### config.mk
export PLATFORM = sky130hd
export DESIGN_NAME = prog_div
export DESIGN_NICKNAME = d
export VERILOG_FILES = /design/src/rtl/div_pkg.sv /design/src/rtl/div_clamp.sv /design/src/rtl/div_shadow.sv /design/src/rtl/div_counter.sv /design/src/rtl/prog_div.sv
export SDC_FILE = /design/constraint.sdc
export NUM_CORES = 1
export LEC_CHECK = 0
export BUFFER_PORTS_ARGS = -buffer_cell sky130_fd_sc_hd__buf_2
export CORE_ASPECT_RATIO = 1.5
export CORE_UTILIZATION = 60
export DETAILED_ROUTE_END_ITERATION = 8
export GPL_TIMING_DRIVEN = 0
export PLACE_DENSITY = 0.88
export SLEW_MARGIN = 10
export SYNTH_ARGS = -nofsm -noshare
export SYNTH_HDL_FRONTEND = slang
export SYNTH_HIERARCHICAL = 1
export SYNTH_SLANG_ARGS = --single-unit
export TNS_END_PERCENT = 5
### constraint.sdc
create_clock -name clk -period 3.9 [get_ports clk]
set_clock_uncertainty 0.1 [all_clocks]
set_input_delay 0.78 -clock clk [delete_from_list [all_inputs] [get_ports clk]]
set_output_delay 0.78 -clock clk [all_outputs]
set_load 0.02 [all_outputs]
### src/rtl/div_pkg.sv
package div_pkg;
   typedef enum logic {
      RELOAD_AT_TC   = 1'b0,
      RELOAD_ON_LOAD = 1'b1
   } reload_mode_e;

   typedef enum logic [1:0] {
      CNT_PARK,
      CNT_FORCE,
      CNT_WRAP,
      CNT_STEP
   } cnt_action_e;
endpackage

### src/rtl/div_clamp.sv
module div_clamp #(
   parameter int W       = 11,
   parameter int MIN_DIV = 2
) (
   input  logic [W-1:0] raw_i,
   output logic [W-1:0] val_o
);
   localparam logic [W-1:0] MIN_V = W'(MIN_DIV);

   generate
      if (MIN_DIV < 2 || MIN_DIV >= (1 << W)) begin : g_bad_min
         $error("div_clamp: MIN_DIV out of range");
      end
   endgenerate

   always_comb begin
      if (raw_i < MIN_V) val_o = MIN_V;
      else               val_o = raw_i;
   end
endmodule

### src/rtl/div_shadow.sv
module div_shadow #(
   parameter int W         = 11,
   parameter int RESET_DIV = 10
) (
   input  logic         clk,
   input  logic         rst_n,
   input  logic         wr_i,
   input  logic [W-1:0] din_i,
   output logic [W-1:0] shadow_o,
   output logic [W-1:0] newest_o
);
   localparam logic [W-1:0] RST_V = W'(RESET_DIV);

   logic [W-1:0] shadow_q;

   always_ff @(posedge clk or negedge rst_n) begin
      if (!rst_n)    shadow_q <= RST_V;
      else if (wr_i) shadow_q <= din_i;
   end

   // A write in this very cycle must win over the stored value.
   assign newest_o = wr_i ? din_i : shadow_q;
   assign shadow_o = shadow_q;
endmodule

### src/rtl/div_counter.sv
module div_counter
   import div_pkg::*;
#(
   parameter int W         = 11,
   parameter int RESET_DIV = 10,
   parameter bit OUT_REG   = 1'b0
) (
   input  logic         clk,
   input  logic         rst_n,
   input  logic         run_i,
   input  logic         force_i,
   input  logic [W-1:0] force_val_i,
   input  logic [W-1:0] reload_val_i,
   output logic [W-1:0] count_o,
   output logic         tc_o
);
   localparam logic [W-1:0] ONE   = W'(1);
   localparam logic [W-1:0] RST_C = W'(RESET_DIV - 1);

   logic [W-1:0] cnt_q;
   logic [W-1:0] cnt_d;
   logic         at_zero;
   logic         tc_raw;
   cnt_action_e  act;

   assign at_zero = (cnt_q == '0);

   always_comb begin
      if (!run_i)       act = CNT_PARK;
      else if (force_i) act = CNT_FORCE;
      else if (at_zero) act = CNT_WRAP;
      else              act = CNT_STEP;
   end

   always_comb begin
      unique case (act)
         CNT_PARK:  cnt_d = reload_val_i - ONE;
         CNT_FORCE: cnt_d = force_val_i - ONE;
         CNT_WRAP:  cnt_d = reload_val_i - ONE;
         default:   cnt_d = cnt_q - ONE;
      endcase
   end

   always_ff @(posedge clk or negedge rst_n) begin
      if (!rst_n) cnt_q <= RST_C;
      else        cnt_q <= cnt_d;
   end

   assign tc_raw  = run_i && at_zero;
   assign count_o = cnt_q;

   generate
      if (OUT_REG) begin : g_tc_flop
         logic tc_q;
         always_ff @(posedge clk or negedge rst_n) begin
            if (!rst_n) tc_q <= 1'b0;
            else        tc_q <= tc_raw;
         end
         assign tc_o = tc_q;
      end else begin : g_tc_comb
         assign tc_o = tc_raw;
      end
   endgenerate
endmodule

### src/rtl/prog_div.sv
module prog_div
   import div_pkg::*;
#(
   parameter int DIV_W     = 11,
   parameter int RESET_DIV = 10,
   parameter int MIN_DIV   = 2,
   parameter bit OUT_REG   = 1'b0
) (
   input  logic             clk,
   input  logic             rst_n,
   input  logic             pd_n,
   input  logic [DIV_W-1:0] div_value,
   input  logic             load_stb,
   input  logic             force_mode,
   output logic             tc_pulse
);
   generate
      if (DIV_W < 2 || DIV_W > 24) begin : g_bad_w
         $error("prog_div: DIV_W out of range");
      end
      if (RESET_DIV < MIN_DIV || RESET_DIV >= (1 << DIV_W)) begin : g_bad_rst
         $error("prog_div: RESET_DIV out of range");
      end
   endgenerate

   logic [DIV_W-1:0] din_clamped;
   logic [DIV_W-1:0] shadow_q;
   logic [DIV_W-1:0] newest_val;
   logic [DIV_W-1:0] count_q;
   logic             force_ld;
   reload_mode_e     mode;

   assign mode     = reload_mode_e'(force_mode);
   assign force_ld = load_stb && (mode == RELOAD_ON_LOAD);

   div_clamp #(.W(DIV_W), .MIN_DIV(MIN_DIV)) u_clamp (
      .raw_i (div_value),
      .val_o (din_clamped)
   );

   div_shadow #(.W(DIV_W), .RESET_DIV(RESET_DIV)) u_shadow (
      .clk      (clk),
      .rst_n    (rst_n),
      .wr_i     (load_stb),
      .din_i    (din_clamped),
      .shadow_o (shadow_q),
      .newest_o (newest_val)
   );

   div_counter #(.W(DIV_W), .RESET_DIV(RESET_DIV), .OUT_REG(OUT_REG)) u_cnt (
      .clk          (clk),
      .rst_n        (rst_n),
      .run_i        (pd_n),
      .force_i      (force_ld),
      .force_val_i  (din_clamped),
      .reload_val_i (newest_val),
      .count_o      (count_q),
      .tc_o         (tc_pulse)
   );
endmodule

# After elaboration in Yosys (flattened, before gate mapping)
# Index checks and enable logic that the tools add are counted.
dict set report classes {
  n_mux 6
  bitwise 0
  shifts 0
  n_div 0
  order_cmp 1
  reduce_logical 5
  n_addsub 3
  multipliers 0
  eq_ne 2
}
# operator count
set op_table {}
lappend op_table {{11-bit by 1-bit subtractor with 11-bit output, second input constant} 3}
lappend op_table {{11-bit 2-to-1 mux} 2}
lappend op_table {{11-bit case mux with 2 select lines} 1}
lappend op_table {{11-bit logical NOT} 1}
lappend op_table {{11-bit by 2-bit less-than comparator with 1-bit output, second input constant} 1}
lappend op_table {{2-bit 2-to-1 mux} 2}
lappend op_table {{2-bit by 1-bit == test with 1-bit output, second input constant} 1}
lappend op_table {{2-bit == test, second input constant} 1}
lappend op_table {{1-bit logical AND} 2}
lappend op_table {{2-bit logical NOT} 1}
lappend op_table {{2-bit OR reduction} 1}
lappend op_table {{1-bit 2-to-1 mux} 1}
dict set report totals {
  ff_bits 22
  latch_bits 0
  inputBits 16
  out_inout_bits 1
  rom_bits 0
  memories 0
  ramBits 0
}

# Logic depth before layout (Yosys ltp)
# Gate-level depths: netlist of run 1.
dict set report depth {
  ltp_word 7
  depth_mapped 10
}

# Modules after synthesis
# Netlist of run 1, hierarchy kept.
# mod seq_area_each_um2 n_inst cells_per_inst area_per_inst_um2
set modules_own_cells {}
lappend modules_own_cells {div_counter 277.8 1 96 852.1}
lappend modules_own_cells {div_shadow 277.8 1 23 450.4}
lappend modules_own_cells {div_clamp 0.0 1 15 81.3}
lappend modules_own_cells {prog_div 0.0 1 1 6.3}

# Worst setup path after synthesis of run 1
# OpenSTA, ideal clock, no wires.
dict set report synth_path {
  kind {input to register}
  from {in div_value[10]}
  to {reg u_cnt.cnt_q[10] (netlist: u_cnt/count_o[10])}
  setup_slack_ns 1.073
  arrival_ns 2.648
  setup_ns 0.079
  path_stages 10
  cell_sequence {nor4_2 > a31oi_1 > mux2_4 > nand2_1 > a21oi_1 > a311oi_1 > ha_1 > nand4_1 > nor3_1 > xor2_1}
}
dict set report synth_via {
  elab_chain_len 5
  word_cells_on_any_way 6
  classes_between {add/sub: 2; order compare: 1; mux: 3}
}
# item line
set synth_lines {}
lappend synth_lines {{start: declaration} prog_div.sv:12} ;# input logic [DIV_W-1:0] div_value,
lappend synth_lines {{11-bit by 2-bit less-than comparator with 1-bit output} div_clamp.sv:17} ;# if (raw_i < MIN_V) val_o = MIN_V;
lappend synth_lines {{11-bit 2-to-1 mux} div_clamp.sv:17}
lappend synth_lines {{net din_clamped[0]} prog_div.sv:26} ;# logic [DIV_W-1:0] din_clamped;
lappend synth_lines {{11-bit 2-to-1 mux} div_shadow.sv:22} ;# assign newest_o = wr_i ? din_i : shadow_q;
lappend synth_lines {{net newest_val[0]} prog_div.sv:28} ;# logic [DIV_W-1:0] newest_val;
lappend synth_lines {{11-bit by 1-bit subtractor with 11-bit output} {div_counter.sv:37, div_counter.sv:39}}
lappend synth_lines {{11-bit case mux with 2 select lines} div_counter.sv:36} ;# unique case (act)
lappend synth_lines {{net u_cnt.cnt_d[10]} div_counter.sv:21} ;# logic [W-1:0] cnt_d;
lappend synth_lines {{end signal: assignment} div_counter.sv:46} ;# else cnt_q <= cnt_d;
lappend synth_lines {{end: declaration} div_counter.sv:20} ;# logic [W-1:0] cnt_q;
# The timed path passes the listed nets, and every way through them passes these cells.

# Worst setup path in the final report of run 1
dict set report layout_path {
  from {in div_value[8]}
  to {reg u_cnt.cnt_q[10] (netlist: u_cnt/count_o[10])}
}
# Same word-level chain as after synthesis.

==> results.yml, run 1 <==
status:
  status: "finished, final reports clean"
detailed_routing:
  drt_wl_total_um: 2790
  post_drt_wl_per_cell_um: 15.7
  viasPerCell: 5.93
  drcViolationCount: 0
  num_vias: 1056
  drt_iter0_markers: 35
  drtAntennaViolNets: 0
  drt_first_pass_iters: 4
sta:
  holdWs_ns: 0.317
  worst_pin_slew_ns: 0.604
  slew_headroom_pct: 59.5
  setup_viol_count_final: 0
  rsz0062_at_grt: "no"
  finalCritPeriodShare_pct: 80.0
  min_period_ns: 3.12
  hold_viol: 0
  finalMaxSlewViolations: 0
  fin_setup_tns_ns: 0
  max_freq_mhz: 320
floorplan:
  die-height_um: 61.0
  rows: 21
  core_um2: 2210
  initial_core_util_pct: 63.0
  fp.dieW_um: 41.3
  dieArea_um2: 2520
  boundaryPins: 17
power_and_ir_drop:
  swShare_pct: 29.8
  leakage_nw: 0.639
  p_seq_share_pct: 50.7
  clock_power_share_pct: 22.1
  p_switching_mw: 0.168
  intPower_mw: 0.394
  ir_worst_vdd_mv: 0.290
  p_comb_share_pct: 27.2
  powerDensity_nw_per_um2: 366
global_routing:
  grt_max_degree: 23
  grt_pass1_vias: 1047
  track_usage_pct: 26.7
  overflow: 0
  antenna_found_initial: 0
  grt_pass1_wl_um: 4460
synth:
  synth_cell_type_count: 36
  synth_top_area_share_pct: 32.4
  yosysMostFrequentCell: "dfrtp_1"
  syn_area_um2: 1390
  async_reset_ff_share_pct: 100
  ys.flop_type: "dfrtp_1"
  ys_seq_area_share_pct: 40.0
  synth_area_per_cell_um2: 10.3
  syn_inst: 135
  ys_warn_count: 6
  yosys-top-cells-count: "dfrtp_1 (18), a21oi_1 (13), clkbuf_1 (11), nor2_1 (11), mux2_4 (10)"
  synthTopCellsByArea: "dfrtp_1 (32%), mux2_4 (11%), dfstp_2 (7.6%)"
  ys_ff_latch: 22
  synth_edf_count: 0
  synth_top_cell_by_area: "dfrtp_1"
  synth_nets: 152
cells_and_area:
  final_nets: 173
  register_area_um2: 556
  fillers: 168
  multi_input_area_um2: 747
  diodes: 0
  drive_gt1_share_pct: 32.3
  area_growth_pct: 10.4
clock_network:
  cts-root-buf: "clkbuf_4"
  post_cts_resize_count: 0
  cts_max_path_buffers: 2
  post-cts-setup-buffer-count: 0
  cts_sinks: 22
  clk_pin_slew_ns: 0.12
  h-tree-depth: 1
  cts_buffers: 3
  ctsHoldBuffers: 0
  cts_tree: "yes"
  clock_latency_ns: 0.30
setup_path:
  rr_worst_depth: 9
  crit_type: "in2reg"
  endpoint_kind: "flip-flop"
  ff2ff_setup_slack_ns: 1.18
  start_kind: "input port"
  critPathMaxFanout: 4
  r2r_end: "u_cnt/count_o[10]"
  arrival_ns: 3.26
  reg2reg_from: "u_cnt/count_o[8]"
  worstSetupEndpoint: "u_cnt/count_o[10]"
  crit_start: "div_value[8]"
  required_ns: 4.03
run:
  cap_violations: 0
place:
  hpwlAfterDp_um: 2150
  numPortBuffers: 16
  gp_congestion: 0.788
worst_hold_path:
  hp-class: "in2async"
-- power groups by stage --
stage          combinational (mW)  sequential (mW)  clock [mW]
2_1_floorplan               0.117            0.283           0
3_3_place_gp                0.145            0.287           0
3_5_place_dp                0.152            0.290           0
4_1_cts                     0.152            0.285       0.129
5_1_grt                     0.168            0.288       0.139
6_report                    0.153            0.285       0.124
-- worst max-delay path: stages --
cell and delay [ns]:
buf_2 0.12, nor4_2 0.38, a31oi_1 0.18, mux2_4 0.30, nand2_1 0.07, a21oi_1 0.06
a311oi_1 0.40, ha_1 0.30, nand4_1 0.20, nor3_1 0.30, xor2_1 0.18
-- metal layers --
layer  vias up  part of all wire [%]  track usage (%)
li1        521                     -                -
met1       515                    43             34.1
met2        18                    53             44.2
met3         2                   2.3             3.30
met4         0                  0.75             10.6
met5         -                     0                0
-- placed cells by master, fill, tap and decap left out, drive strengths merged, types with 3 or more instances in the layout --
master  instances
a21oi          17
buf            20
clkbuf         15
dfrtp          18
dfstp           4
inv             4
mux2           11
mux2i           7
nand2           6
nand3           4
nand4           3
nor2           11
nor2b           3
nor4            3
xnor2           4
xor2            5
-- registers in the layout (all words and copies together), names as in the netlist --
register           cells
u_cnt/count_o         11
u_shadow/shadow_o     11
-- how the worst min path moves through the flow --
stage                              start                   end  slack [ns]  cells past startpoint
floorplan                          rst_n     u_cnt/count_o[10]        0.38                      0
global placement    u_shadow/shadow_o[6]  u_shadow/shadow_o[6]        0.38                      1
detailed placement  u_shadow/shadow_o[6]  u_shadow/shadow_o[6]        0.39                      1
CTS                                rst_n  u_shadow/shadow_o[0]        0.32                      1
global route                       rst_n  u_shadow/shadow_o[0]        0.34                      1
finish                             rst_n  u_shadow/shadow_o[2]        0.32                      1
-- cells by family (layout without fill, tap and decap cells) --
family | count (synthesis) | after routing | share of synthesized area [%]
AOI/OAI and AO/OA | 27 | 27 | 13.7
xor gates and xnor gates | 9 | 9 | 5.67
adders and majority gates | 1 | 1 | 0.900
buffers and inverters | 19 | 39 | 6.30
DFF | 22 | 22 | 40.0
muxes | 18 | 18 | 16.7
and+or+nand+nor | 39 | 39 | 16.8
-- final cells by class --
| cell class | count | share of cell area (%) |
|---|---|---|
| Timing Repair Buffer | 16 | 5.22 |
| Clock buffer | 4 | 2.36 |
| Sequential cell | 22 | 36.2 |
| Inverter | 4 | 0.978 |
| Tap cell | 23 | 1.87 |
| Buffer | 15 | 4.73 |
| Multi-Input combinational cell | 94 | 48.7 |
-- per-stage QoR --
step                      utilization, %  power (mW)  instance area, um2  worst slack (ns)  std cells
after floorplan                        -       0.400                1390              1.07        135
after global placement              67.9       0.432                1500             0.601        174
after detailed placement            67.9       0.442                1500             0.479        174
after CTS                           69.6       0.567                1540             0.814        178
after global routing                69.6       0.595                1540             0.615        178
final                               69.6       0.562                1540             0.779        178
No activity file was read; power rests on OpenSTA's default activity.
==> inputs of run 2 (changes only) <==
--- a/config.mk
+++ b/config.mk
@@ -5,12 +5,13 @@
 export SDC_FILE = /design/constraint.sdc
 export NUM_CORES = 1
 export LEC_CHECK = 0
+export ABC_AREA = 1
 export BUFFER_PORTS_ARGS = -buffer_cell sky130_fd_sc_hd__buf_2
 export CORE_ASPECT_RATIO = 1.5
-export CORE_UTILIZATION = 60
+export CORE_UTILIZATION = 52
 export DETAILED_ROUTE_END_ITERATION = 8
 export GPL_TIMING_DRIVEN = 0
-export PLACE_DENSITY = 0.88
+export PLACE_DENSITY = 0.81
 export SLEW_MARGIN = 10
 export SYNTH_ARGS = -nofsm -noshare
 export SYNTH_HDL_FRONTEND = slang
==> constraint.sdc (replaced) <==
create_clock -name clk -period 2.6 [get_ports clk]
set_clock_uncertainty 0.1 [all_clocks]
set_input_delay 0.52 -clock clk [delete_from_list [all_inputs] [get_ports clk]]
set_output_delay 0.52 -clock clk [all_outputs]
set_load 0.02 [all_outputs]
==> run 2 against run 1 <==
Effect of this change: core utilization decreased by 6.3 points; sequential share of layout area shrank 3.7 points; wire length increased by 17%; non-clock buffer count is 1 lower; final area grew 11%; critical endpoint is now u_cnt/count_o[6]; sequential power increased by 53%; total power increased by 91%; sequential cell count unchanged; worst setup slack worse by 0.48 ns; largest power group unchanged; via count up 27%; final cell count grew 54%.
==> results.yml, run 2 <==
status:
  status: "finished, final reports clean"
synth:
  synth_area_per_cell_um2: 6.94
  synth-compound-area-share_pct: 2.73
  async_reset_ff_share_pct: 100
  ys.flop_type: "dfrtp_1"
  ys_warn_count: 6
  synth_top_cell_by_area: "dfrtp_1"
  synth.area.mux_share_pct: 0
  syn_inst: 218
  synth_simple_gate_area_share_pct: 46.3
  synth_top_family_by_area: "simple AND/OR/NAND/NOR gates"
  yosys.area_share.xor_xnor_pct: 2.89
  yosys.area_share.adder_pct: 0.826
  synth_cell_type_count: 29
  synth_top_area_share_pct: 29.8
  synth_nets: 235
  yosys-top-cells-count: "nand2_1 (78), nor2_1 (24), inv_1 (20), dfrtp_1 (18), nand3_1 (12)"
  yosysMostFrequentCell: "nand2_1"
  ys_seq_area_share_pct: 36.7
  synthTopCellsByArea: "dfrtp_1 (30%), nand2_1 (19%), dfstp_2 (6.9%)"
  synth_edf_count: 0
  syn_area_um2: 1510
  ys_ff_latch: 22
cells_and_area:
  final_nets: 256
  final_cell_mix: "nand2_1 (78), nor2_1 (24), inv_1 (20)"
  drive_gt1_share_pct: 23.9
  fin_area_um2: 1710
  fin_util_pct: 63.3
  area_growth_pct: 13.1
  diodes: 0
  final_common_cell: "nand2_1"
detailed_routing:
  drt_first_pass_iters: 5
  drcViolationCount: 0
  top_layer: "met4"
  post_drt_wl_per_cell_um: 11.9
  num_vias: 1336
  drt_wl_total_um: 3280
  drt_iter0_markers: 30
  drt-met1-wl_um: 1360
  viasPerCell: 4.86
  wl_met2_um: 1760
  route.met3.wl_um: 76
  drtAntennaViolNets: 0
clock_network:
  cts_buffers: 3
  ctsHoldBuffers: 0
  post_cts_resize_count: 0
  clk_pin_slew_ns: 0.08
  cts-root-buf: "clkbuf_8"
  post-cts-setup-buffer-count: 0
  clock_latency_ns: 0.26
  cts_max_path_buffers: 2
  cts_sinks: 22
  h-tree-depth: 1
  cts_tree: "yes"
setup_path:
  arrival_ns: 2.35
  required_ns: 2.65
  crit_type: "reg2reg"
  critPathMaxFanout: 10
  start_kind: "flip-flop"
  endpoint_kind: "flip-flop"
sta:
  hold_viol: 0
  min_period_ns: 2.30
  slew_headroom_pct: 67.0
  rsz0062_at_grt: "no"
  fin_setup_tns_ns: 0
  finalMaxSlewViolations: 0
  setup_viol_count_final: 0
  holdWs_ns: 0.113
  finalCritPeriodShare_pct: 88.3
  max_freq_mhz: 435
  worst_pin_slew_ns: 0.495
global_routing:
  track_usage_pct: 24.5
  overflow: 0
  antenna_found_initial: 0
  grt_pass1_wl_um: 5430
  grt_pass1_vias: 1245
  grt_max_degree: 23
floorplan:
  die-height_um: 68.1
  rows: 23
  initial_core_util_pct: 56.0
  dieArea_um2: 3140
  core_um2: 2710
  boundaryPins: 17
  fp.dieW_um: 46.1
place:
  gp_congestion: 0.829
  numPortBuffers: 16
  hpwlAfterDp_um: 2590
  placed_area_um2: 1640
power_and_ir_drop:
  ir_worst_vdd_mv: 0.480
  leakage_nw: 0.942
  power_mw: 1.07
  powerDensity_nw_per_um2: 627
worst_hold_path:
  hp-class: "in2async"
run:
  cap_violations: 0
## run 2: cell count changes after synthesis, sizes merged, moves of 6 or more
cell	before	now
a21oi	17	2
inv	4	23
mux2	11	0
mux2i	7	0
nand2	6	85
nand3	4	18
nand4	3	9
nor2	11	31
## run 2: cells by family after synthesis
kind of cell | after synthesis
compound gates | 7
xor+xnor | 5
flops | 22
simple gates | 146
fa+ha+maj | 1
buf+inv | 37
## run 2: final cells by class
type | count | area (um2)
Buffer | 14 | 73.8
Tap cell | 37 | 46.3
Clock inverter | 1 | 30.0
Inverter | 23 | 86.3
Clock buffer | 3 | 41.3
Multi-Input combinational cell | 159 | 798
Sequential cell | 22 | 556
Fill cell | 270 | 993
Timing Repair Buffer | 16 | 80.1
## run 2: critical path: stages, from the launching register on
cell and delay, ns:
dfrtp_1 0.39, or2_4 0.26, nor2_4 0.12, nand2_4 0.11, nand4_1 0.10, nand2_1 0.07, a21oi_2 0.25, ha_1 0.33
nand2_2 0.10, nor2_4 0.14, nand2_1 0.08, xor2_1 0.14
## run 2: worst paths after layout
path	start	end	slack [ns]	cells past startpoint
max in group asynchronous	rst_n	u_shadow/shadow_o[3]	1.93	1
hold / removal	rst_n	u_cnt/count_o[5]	0.11	1
setup reg to reg	u_cnt/count_o[1]	u_cnt/count_o[6]	0.30	11
min in group clk	u_shadow/shadow_o[7]	u_shadow/shadow_o[7]	0.38	2
hold reg to reg	u_shadow/shadow_o[7]	u_shadow/shadow_o[7]	0.38	2
setup / recovery	u_cnt/count_o[1]	u_cnt/count_o[6]	0.30	11
## run 2: stage by stage
step | instances | setup WS (ns)
floorplan | 218 | 0.580
global placement | 271 | 0.103
detailed placement | 271 | 0.0782
CTS | 275 | 0.304
global route | 275 | 0.137
finish | 275 | 0.303
## run 2: where the power goes
part	total [mW]	internal, mW	leakage (nW)	switching, mW
Clock	0.318	0.206	0.0357	0.113
Combinational	0.318	0.118	0.646	0.200
Sequential	0.437	0.408	0.260	0.0289
## run 2: per-layer routing
metal,vias up,global-route usage [%]
li1,709,-
met1,598,26.7
met2,23,44.0
met3,6,3.17
met4,0,13.2
met5,-,0
